**src/rtl/lec_pkg.sv**
```systemverilog
package lec_pkg;
  localparam int LINK_EVTS = 7;
  localparam int TLP_EVTS  = 24;
  localparam int LINK_IDX_W = 3;
  localparam int TLP_IDX_W  = 5;

  typedef enum logic [1:0] {SRC_NONE, SRC_LINK, SRC_TLP} src_e;

  function automatic src_e code_source(input logic [11:0] code);
    logic [7:0] idx;
    idx = code[7:0];
    if (code[11:8] == 4'h6 && idx < 8'(LINK_EVTS))
      return SRC_LINK;
    else if (code[11:8] == 4'h7 && idx < 8'(TLP_EVTS) && idx != 8'h0D && idx != 8'h0E)
      return SRC_TLP;
    else
      return SRC_NONE;
  endfunction
endpackage

```
**src/rtl/lec_ctrl_reg.sv**
```systemverilog
module lec_ctrl_reg #(
  parameter int LANE_W = 2
) (
  input  logic              clk,
  input  logic              rst,
  input  logic              wr,
  input  logic [11:0]       code_in,
  input  logic [LANE_W-1:0] lane_in,
  input  logic              en_in,
  output logic [11:0]       code_q,
  output logic [LANE_W-1:0] lane_q,
  output logic              en_q
);
  always_ff @(posedge clk) begin
    if (rst) begin
      code_q <= '0;
      lane_q <= '0;
      en_q   <= 1'b0;
    end else if (wr) begin
      code_q <= code_in;
      lane_q <= lane_in;
      en_q   <= en_in;
    end
  end
endmodule

```
**src/rtl/lec_event_select.sv**
```systemverilog
module lec_event_select #(
  parameter int NUM_LANES = 4,
  parameter int LANE_W    = 2
) (
  input  logic [11:0]                             code,
  input  logic [LANE_W-1:0]                       lane,
  input  logic [LANE_W:0]                         link_width,
  input  logic [lec_pkg::LINK_EVTS*NUM_LANES-1:0] ev_link,
  input  logic [lec_pkg::TLP_EVTS*NUM_LANES-1:0]  ev_tlp,
  output logic                                    hit
);
  localparam int LANE_SLOTS = 1 << LANE_W;
  localparam int LINK_SLOTS = 1 << lec_pkg::LINK_IDX_W;
  localparam int TLP_SLOTS  = 1 << lec_pkg::TLP_IDX_W;

  logic [LANE_SLOTS-1:0] link_tab [LINK_SLOTS];
  logic [LANE_SLOTS-1:0] tlp_tab  [TLP_SLOTS];

  for (genvar e = 0; e < LINK_SLOTS; e++) begin : g_link
    if (e < lec_pkg::LINK_EVTS) begin : g_used
      assign link_tab[e] = LANE_SLOTS'(ev_link[e*NUM_LANES +: NUM_LANES]);
    end else begin : g_pad
      assign link_tab[e] = '0;
    end
  end

  for (genvar t = 0; t < TLP_SLOTS; t++) begin : g_tlp
    if (t < lec_pkg::TLP_EVTS) begin : g_used
      assign tlp_tab[t] = LANE_SLOTS'(ev_tlp[t*NUM_LANES +: NUM_LANES]);
    end else begin : g_pad
      assign tlp_tab[t] = '0;
    end
  end

  lec_pkg::src_e src;
  logic          lane_ok;
  logic [LANE_SLOTS-1:0] lanes;

  always_comb begin
    src     = lec_pkg::code_source(code);
    lane_ok = ({1'b0, lane} < link_width);
    case (src)
      lec_pkg::SRC_LINK: lanes = link_tab[code[lec_pkg::LINK_IDX_W-1:0]];
      lec_pkg::SRC_TLP:  lanes = tlp_tab[code[lec_pkg::TLP_IDX_W-1:0]];
      default:           lanes = '0;
    endcase
    hit = lane_ok && lanes[lane];
  end
endmodule

```
**src/rtl/lec_sat_counter.sv**
```systemverilog
module lec_sat_counter #(
  parameter int CNT_W = 32
) (
  input  logic             clk,
  input  logic             rst,
  input  logic             clr,
  input  logic             hold,
  input  logic             inc,
  output logic [CNT_W-1:0] count_q
);
  localparam logic [CNT_W-1:0] TOP = '1;

  always_ff @(posedge clk) begin
    if (rst || clr)
      count_q <= '0;
    else if (!hold && inc && count_q != TOP)
      count_q <= count_q + 1'b1;
  end
endmodule

```
**src/rtl/lane_evt_counter.sv**
```systemverilog
module lane_evt_counter #(
  parameter int NUM_LANES = 4,
  parameter int CNT_W     = 32,
  localparam int LANE_W   = (NUM_LANES > 2) ? $clog2(NUM_LANES) : 1
) (
  input  logic                                    clk,
  input  logic                                    rst,
  input  logic                                    ctl_wr,
  input  logic [11:0]                             ctl_code,
  input  logic [LANE_W-1:0]                       ctl_lane,
  input  logic                                    ctl_enable,
  input  logic                                    ctl_clear,
  input  logic [LANE_W:0]                         link_width,
  input  logic [lec_pkg::LINK_EVTS*NUM_LANES-1:0] ev_link,
  input  logic [lec_pkg::TLP_EVTS*NUM_LANES-1:0]  ev_tlp,
  output logic [CNT_W-1:0]                        count_q
);
  logic [11:0]       sel_code;
  logic [LANE_W-1:0] sel_lane;
  logic              sel_en;
  logic              ev_hit;

  lec_ctrl_reg #(.LANE_W(LANE_W)) u_ctrl (
    .clk(clk), .rst(rst), .wr(ctl_wr),
    .code_in(ctl_code), .lane_in(ctl_lane), .en_in(ctl_enable),
    .code_q(sel_code), .lane_q(sel_lane), .en_q(sel_en)
  );

  lec_event_select #(.NUM_LANES(NUM_LANES), .LANE_W(LANE_W)) u_sel (
    .code(sel_code), .lane(sel_lane), .link_width(link_width),
    .ev_link(ev_link), .ev_tlp(ev_tlp), .hit(ev_hit)
  );

  lec_sat_counter #(.CNT_W(CNT_W)) u_cnt (
    .clk(clk), .rst(rst),
    .clr(ctl_wr && ctl_clear),
    .hold(ctl_wr),
    .inc(sel_en && ev_hit),
    .count_q(count_q)
  );
endmodule

```
**config.mk**
```make
export PLATFORM = sky130hd
export DESIGN_NAME = lane_evt_counter
export DESIGN_NICKNAME = d
export VERILOG_FILES = /design/src/rtl/lec_pkg.sv /design/src/rtl/lec_ctrl_reg.sv /design/src/rtl/lec_event_select.sv /design/src/rtl/lec_sat_counter.sv /design/src/rtl/lane_evt_counter.sv
export SDC_FILE = /design/constraint.sdc
export NUM_CORES = 1
export LEC_CHECK = 0
export ABC_CLOCK_PERIOD_IN_PS = 4200
export BUFFER_PORTS_ARGS = -buffer_cell sky130_fd_sc_hd__buf_2
export CELL_PAD_IN_SITES_DETAIL_PLACEMENT = 1
export CELL_PAD_IN_SITES_GLOBAL_PLACEMENT = 1
export CORE_AREA = 2 2 80 139
export CTS_CLUSTER_SIZE = 8
export DETAILED_ROUTE_END_ITERATION = 16
export DIE_AREA = 0 0 82 141
export GPL_TIMING_DRIVEN = 0
export HOLD_SLACK_MARGIN = 0.15
export PLACE_DENSITY = 0.91
export SYNTH_ARGS = -nofsm -noshare
export SYNTH_HDL_FRONTEND = slang
export SYNTH_HIERARCHICAL = 1
export SYNTH_SLANG_ARGS = --single-unit
```
**constraint.sdc**
```tcl
create_clock -name clk -period 4.2 [get_ports clk]
set_clock_uncertainty 0.05 [all_clocks]
set_input_delay 0.84 -clock clk [delete_from_list [all_inputs] [get_ports clk]]
set_output_delay 0.84 -clock clk [all_outputs]
set_load 0.02 [all_outputs]
```
## Word-level counts from Yosys, hierarchy flattened

Cells that the tools add are included.

| operators by class | value |
|---|---|
| $add $sub $neg | 1 |
| order comparisons | 6 |
| equality and inequality tests | 7 |
| multiplexer cells | 11 |
| bitwise logic cells | 2 |
| reductions and logical operators | 11 |

Operators with widths:

| operator | count |
|---|---|
| 32-bit by 1-bit adder with 32-bit output (second input constant) | 1 |
| 32-bit inequality test (second input constant) | 1 |
| 4-bit binary-select mux with 5-bit select | 1 |
| 4-bit 2-to-1 mux | 4 |
| 8-bit by 4-bit inequality test with 1-bit output (second input constant) | 2 |
| 4-bit binary-select mux with 3-bit select | 1 |
| 1-bit logical AND | 9 |
| 4-bit by 3-bit equality test with 1-bit output (second input constant) | 2 |
| 8-bit by 3-bit < comparator with 1-bit output (second input constant) | 1 |
| 8-bit by 5-bit < comparator with 1-bit output (second input constant) | 1 |
| 4-bit case mux with 2 select lines | 1 |
| 6-bit >= comparator (second input constant) | 1 |
| 5-bit NOT with 6-bit output | 1 |
| 4-bit >= comparator (second input constant) | 1 |
| 2-bit 2-to-1 mux | 2 |
| 3-bit NOT with 4-bit output | 1 |
| 2-bit by 3-bit < comparator with 1-bit output | 1 |
| 2-bit by 3-bit < comparator with 1-bit output (second input constant) | 1 |
| 1-bit binary-select mux with 2-bit select | 1 |
| 2-bit by 1-bit equality test with 1-bit output (second input constant) | 1 |
| 2-bit equality test (second input constant) | 1 |
| 1-bit logical NOT | 1 |
| 1-bit logical OR | 1 |
| 1-bit 2-to-1 mux | 1 |

| storage, ports and cells | value |
|---|---|
| bits in registers | 47 |
| input bits | 146 |

## Depth between registers and ports, before layout

| logic depth | value |
|---|---|
| depth in word-level cells | 14 |
| depth in mapped cells | 16 |
| depth with buffers taken out | 12 |

## Modules after synthesis

The synthesis kept the hierarchy.

By module, submodules not included:

| module | instances | cells an instance | area an instance (µm²) | sequential area each (µm²) |
|---|---|---|---|---|
| lec_sat_counter | 1 | 201 | 1639.1 | 640.6 |
| lec_event_select | 1 | 112 | 1183.6 | 0.0 |
| lec_ctrl_reg | 1 | 48 | 541.8 | 300.3 |
| lane_evt_counter | 1 | 2 | 12.5 | 0.0 |

## Worst setup path after synthesis

No wires, ideal clock.

| timing | value |
|---|---|
| path kind | register to register |
| from | register u_ctrl.code_q[0] |
| to | register u_cnt.count_q[21] |
| setup time | 0.070 ns |
| arrival time | 3.140 ns |
| slack | 0.940 ns |
| cell stages (with the launch flop) | 17 |
| clock period less this slack | 3.260 ns |
| cells stage by stage | dfxtp_1 buf_6 buf_6 buf_6 xor2_1 a31oi_1 nand4_1 a31oi_1 o221ai_1 a21oi_1 and2_1 nand4b_1 or4_4 a211o_1 buf_6 or3_1 a21oi_1 |

| on the way | value |
|---|---|
| cells in the longest elaborated chain, start to end | 14 |

RTL lines:

| item | RTL line | source |
|---|---|---|
| from (decl) | lec_ctrl_reg.sv:10 | `output logic [11:0] code_q,` |
| from (signal assigned) | lec_ctrl_reg.sv:20 | `code_q <= code_in;` |
| 8-bit by 5-bit < comparator with 1-bit output | lec_pkg.sv:14 | `else if (code[11:8] == 4'h7 && idx < 8'(TLP_EVTS) && idx != 8'h0D && idx != 8'h0E)` |
| 1-bit logical AND (3 in a row) | lec_pkg.sv:14 |  |
| 2-bit 2-to-1 mux | lec_pkg.sv:14 |  |
| 2-bit 2-to-1 mux | lec_pkg.sv:12 | `if (code[11:8] == 4'h6 && idx < 8'(LINK_EVTS))` |
| 2-bit equality test or 2-bit by 1-bit equality test with 1-bit output (tied branches) | lec_event_select.sv:42 | `case (src)` |
| 4-bit case mux with 2 select lines * | lec_event_select.sv:42 |  |
| 1-bit binary-select mux with 2-bit select * | lec_event_select.sv:47 | `hit = lane_ok && lanes[lane];` |
| 1-bit 2-to-1 mux (not written as such) * | lec_event_select.sv:47 |  |
| 1-bit logical AND * | lec_event_select.sv:47 |  |
| via ev_hit | lane_evt_counter.sv:21 | `logic ev_hit;` |
| 1-bit logical AND * | lane_evt_counter.sv:38 | `.inc(sel_en && ev_hit),` |
| 1-bit logical AND * (2 in a row) | lec_sat_counter.sv:16 | `else if (!hold && inc && count_q != TOP)` |
| to (signal assigned) | lec_sat_counter.sv:17 | `count_q <= count_q + 1'b1;` |
| to (decl) | lec_sat_counter.sv:9 | `output logic [CNT_W-1:0] count_q` |

The timed path passes the listed nets; every way through them passes the cells marked *. The select of a mux whose other input is x is not followed.
A chain may end at the register's enable or synchronous reset.

## Worst setup path after layout

Same ends and word-level chain as after synthesis.

==> key figures <==
Run status
  • Outcome: finished, final reports clean

Die
  • Die ar.: 11600 µm²
  • Row cnt: 50
  • Die Y: 141 µm
  • Initial Utilization: 0.321
  • I/O Pins: 178
  • Area of the core: 10500 µm²
  • Die width: 82 µm

Flow run
  • Max Cap Viol: 0

Setup path
  • Most frequent CP cell: buf_6
  • Critical path's slowest cell: or4_4
  • R2R Path End: u_cnt/count_q[21]
  • R2r startpoint: u_ctrl/code_q[0]
  • Kind of critical path: reg2reg
  • Crit path cell chain: buf_6 -> buf_6 -> buf_6 -> xor2_1 -> a31oi_1 -> nand4_1 -> a31oi_1 -> o221ai_1 -> a21oi_1 -> and2_1 -> nand4b_1 -> or4_4 -> a211o_1 -> buf_6 -> or3_1 -> a21oi_1
  • CP Capture Type: register
  • Slowest stage delay, CP: 0.47 ns
  • CP top delay family: simple AND/OR/NAND/NOR gates
  • Req. time, crit path: 4.37 ns
  • R2R cell count: 16
  • Setup crit start kind: register
  • CP arrival: 4.20 ns
  • Reg2Reg Setup Slack: 0.17 ns
  • Worst Path Buf+Inv: 4
  • Worst-path fanout max: 10

Synthesis
  • Ys flop type: dfxtp_1
  • Top-area cell type share of the netlist area: 0.279
  • XOR/XNOR Fraction of Synth Area: 0.0182
  • Count leader, synth: dfxtp_1
  • Synth area leaders: dfxtp_1 28%, mux4_2 17%, mux2i_1 8.9%, a21oi_1 4.0%, nor2_1 3.6%
  • Compound-Gate Fraction of Synth Area: 0.140
  • Warnings from Yosys: 6
  • Synthesized area per cell: 9.30 µm²
  • Syn Nets: 511
  • Cell taking the most area after synthesis: dfxtp_1
  • Mux share of post-synthesis cell area: 0.256
  • Post-synthesis simple-gate area fraction: 0.250
  • Synth unique cells: 45
  • Post-synth EDFFs: 0
  • Mapped Area: 3380 µm²
  • Async S/R FF share, synth: 0
  • Largest family of logic cells by synthesized area: multiplexers
  • Seq/Total Area, Yosys: 0.279
  • Adder-cell area share of the yosys netlist: 0.00741
  • Synthesized flop and latch total: 47
  • Commonest cells post-synth: 47 x dfxtp_1, 32 x nor2_1, 30 x mux2i_1
  • Synthesized instance count: 363

Route
  • Final wirelength: 13.0 mm
  • Wire length per cell: 19.2 µm
  • Drc violations: 0
  • First drt pass iteration count: 4
  • Antenna Violating Nets Remaining: 0
  • Starting DRT DRC Count: 152
  • DR vias/cell: 5.75
  • Vias: 3905

Global route
  • Vias in the first global route: 4139
  • Global-route wire length before repair: 19.3 mm
  • Overflow after GRT: 0
  • Largest net degree at the start of global routing: 16
  • GRT Overall Usage: 0.220
  • Initial antenna violation count: 2

Power
  • PD cells: 241 nW/µm²
  • Pleak: 1.89 nW
  • Max IR drop VDD: 0.201 mV

Placement
  • Final HPWL DP: 11.1 mm
  • Port bufs: 177
  • Routability cong.: 0.933
  • Placed Cells: 670

Clocking
  • CTS Sinks: 47
  • CTS Buffer Depth: 2
  • Post-CTS setup buffer count: 0
  • Total CTS buffers: 5
  • Clock tree root buffer cell: clkbuf_16
  • Max H-tree Level: 2
  • Clk_lat worst skew: 0.30 ns
  • Hold buffers post-CTS: 0
  • Clock slew at reported path FFs: 0.07 ns
  • TritonCTS clock tree: yes

Final layout
  • Non-filler cells, final: 679
  • Final #Nets: 695
  • Share of cells above drive strength 1: 0.423
  • Area growth syn-to-layout: 35.5%

Timing
  • Slew Viols, Final: 0
  • Min cycle time layout: 4.03 ns
  • # setup viols final: 0
  • RSZ-0062 raised after global routing: false
  • Fin crit share: 0.960
  • Slew @ Worst Pin: 0.619 ns
  • Peak Freq: 248 MHz
  • Setup TNS: 0 ns
  • Max-slew headroom: 0.585
  • Final hold vios: 0

Min path
  • Hold Crit Depth: 2
  • Hold path endpoint: u_ctrl/code_q[10]
  • Hold Startpoint: u_ctrl/code_q[10]
  • Hold Path Class: reg2reg
[metrics by stage]
step,hold WS [ns],worst slack (ns),power [mW],utilization,instance area [µm²]
3_3_place_gp,0.415,0.420,0.692,0.421,4430
4_1_cts,0.449,0.224,1.11,0.435,4570
2_1_floorplan,0.402,0.940,0.595,-,3380
3_5_place_dp,0.430,0.255,0.703,0.421,4430
5_1_grt,0.491,0.00677,1.14,0.435,4570
6_report,0.446,0.170,1.10,0.435,4580
[timing repair]
item / in CTS / in global routing
endpoints found under the setup margin: 0 / 1
endpoints found under the hold margin: 0 / 0
resized for setup: 0 / 1
[how the worst max path moves through the flow]
stage	slack, ns	endpoint	cells after the start	from
2_1_floorplan	0.94	u_cnt/count_q[21]	16	u_ctrl/code_q[0]
3_3_place_gp	0.42	u_cnt/count_q[21]	16	u_ctrl/code_q[0]
3_5_place_dp	0.26	u_cnt/count_q[29]	16	u_ctrl/code_q[0]
4_1_cts	0.22	u_cnt/count_q[29]	16	u_ctrl/code_q[0]
5_1_grt	0.007	u_cnt/count_q[21]	16	u_ctrl/code_q[0]
6_report	0.17	u_cnt/count_q[21]	16	u_ctrl/code_q[0]
[where the power goes]
group          internal, mW  switching (mW)
Combinational         0.127           0.106
Clock                 0.223           0.186
Sequential            0.454         0.00646
[layout make-up]
cell class | instances | area [µm²]
fill | 1302 | 5930
timing repair buffer | 177 | 886
clock inverter | 2 | 16.3
sequential | 47 | 941
multi-input combinational | 289 | 2270
antenna | 1 | 2.50
inverter | 5 | 18.8
buffer | 22 | 150
tap | 130 | 163
clock buffer | 6 | 129
[layer usage]
layer / wire (µm) / up-vias / GRT usage
met2: 7120 / 221 / 0.428
li1: - / 1788 / -
met1: 4100 / 1851 / 0.195
met5: 13 / - / 0
met3: 1190 / 43 / 0.0525
met4: 602 / 2 / 0.118
[cells in the final DEF (no fill, tap or decap), types with 7 or more instances in the layout]
| cell type | instances |
|---|---|
| clkbuf_1 | 8 |
| nand3_1 | 13 |
| mux2i_1 | 30 |
| dfxtp_1 | 47 |
| buf_2 | 185 |
| or3_1 | 19 |
| nand2_1 | 20 |
| nor2_1 | 32 |
| o21ai_0 | 19 |
| a22oi_1 | 7 |
| a21oi_1 | 27 |
| nand4_1 | 14 |
| mux4_2 | 25 |
[state kept, by name (all words and copies together), names as in the netlist]
name	count
u_ctrl/lane_q	2
u_ctrl/code_q	12
u_cnt/count_q	32
u_ctrl/en_q	1
[kinds of logic after synthesis]
group	Yosys count
compound gates	78
xor+xnor	7
fa+ha+maj	2
buf+inv	27
flops	47
mux	55
simple gates	147
[tightest hold or removal path: stages, from the launching register on]
cell and delay, ns:
dfxtp_1 0.33, mux2i_1 0.06, nor2_1 0.07
No activity file was read; power rests on OpenSTA's default activity.
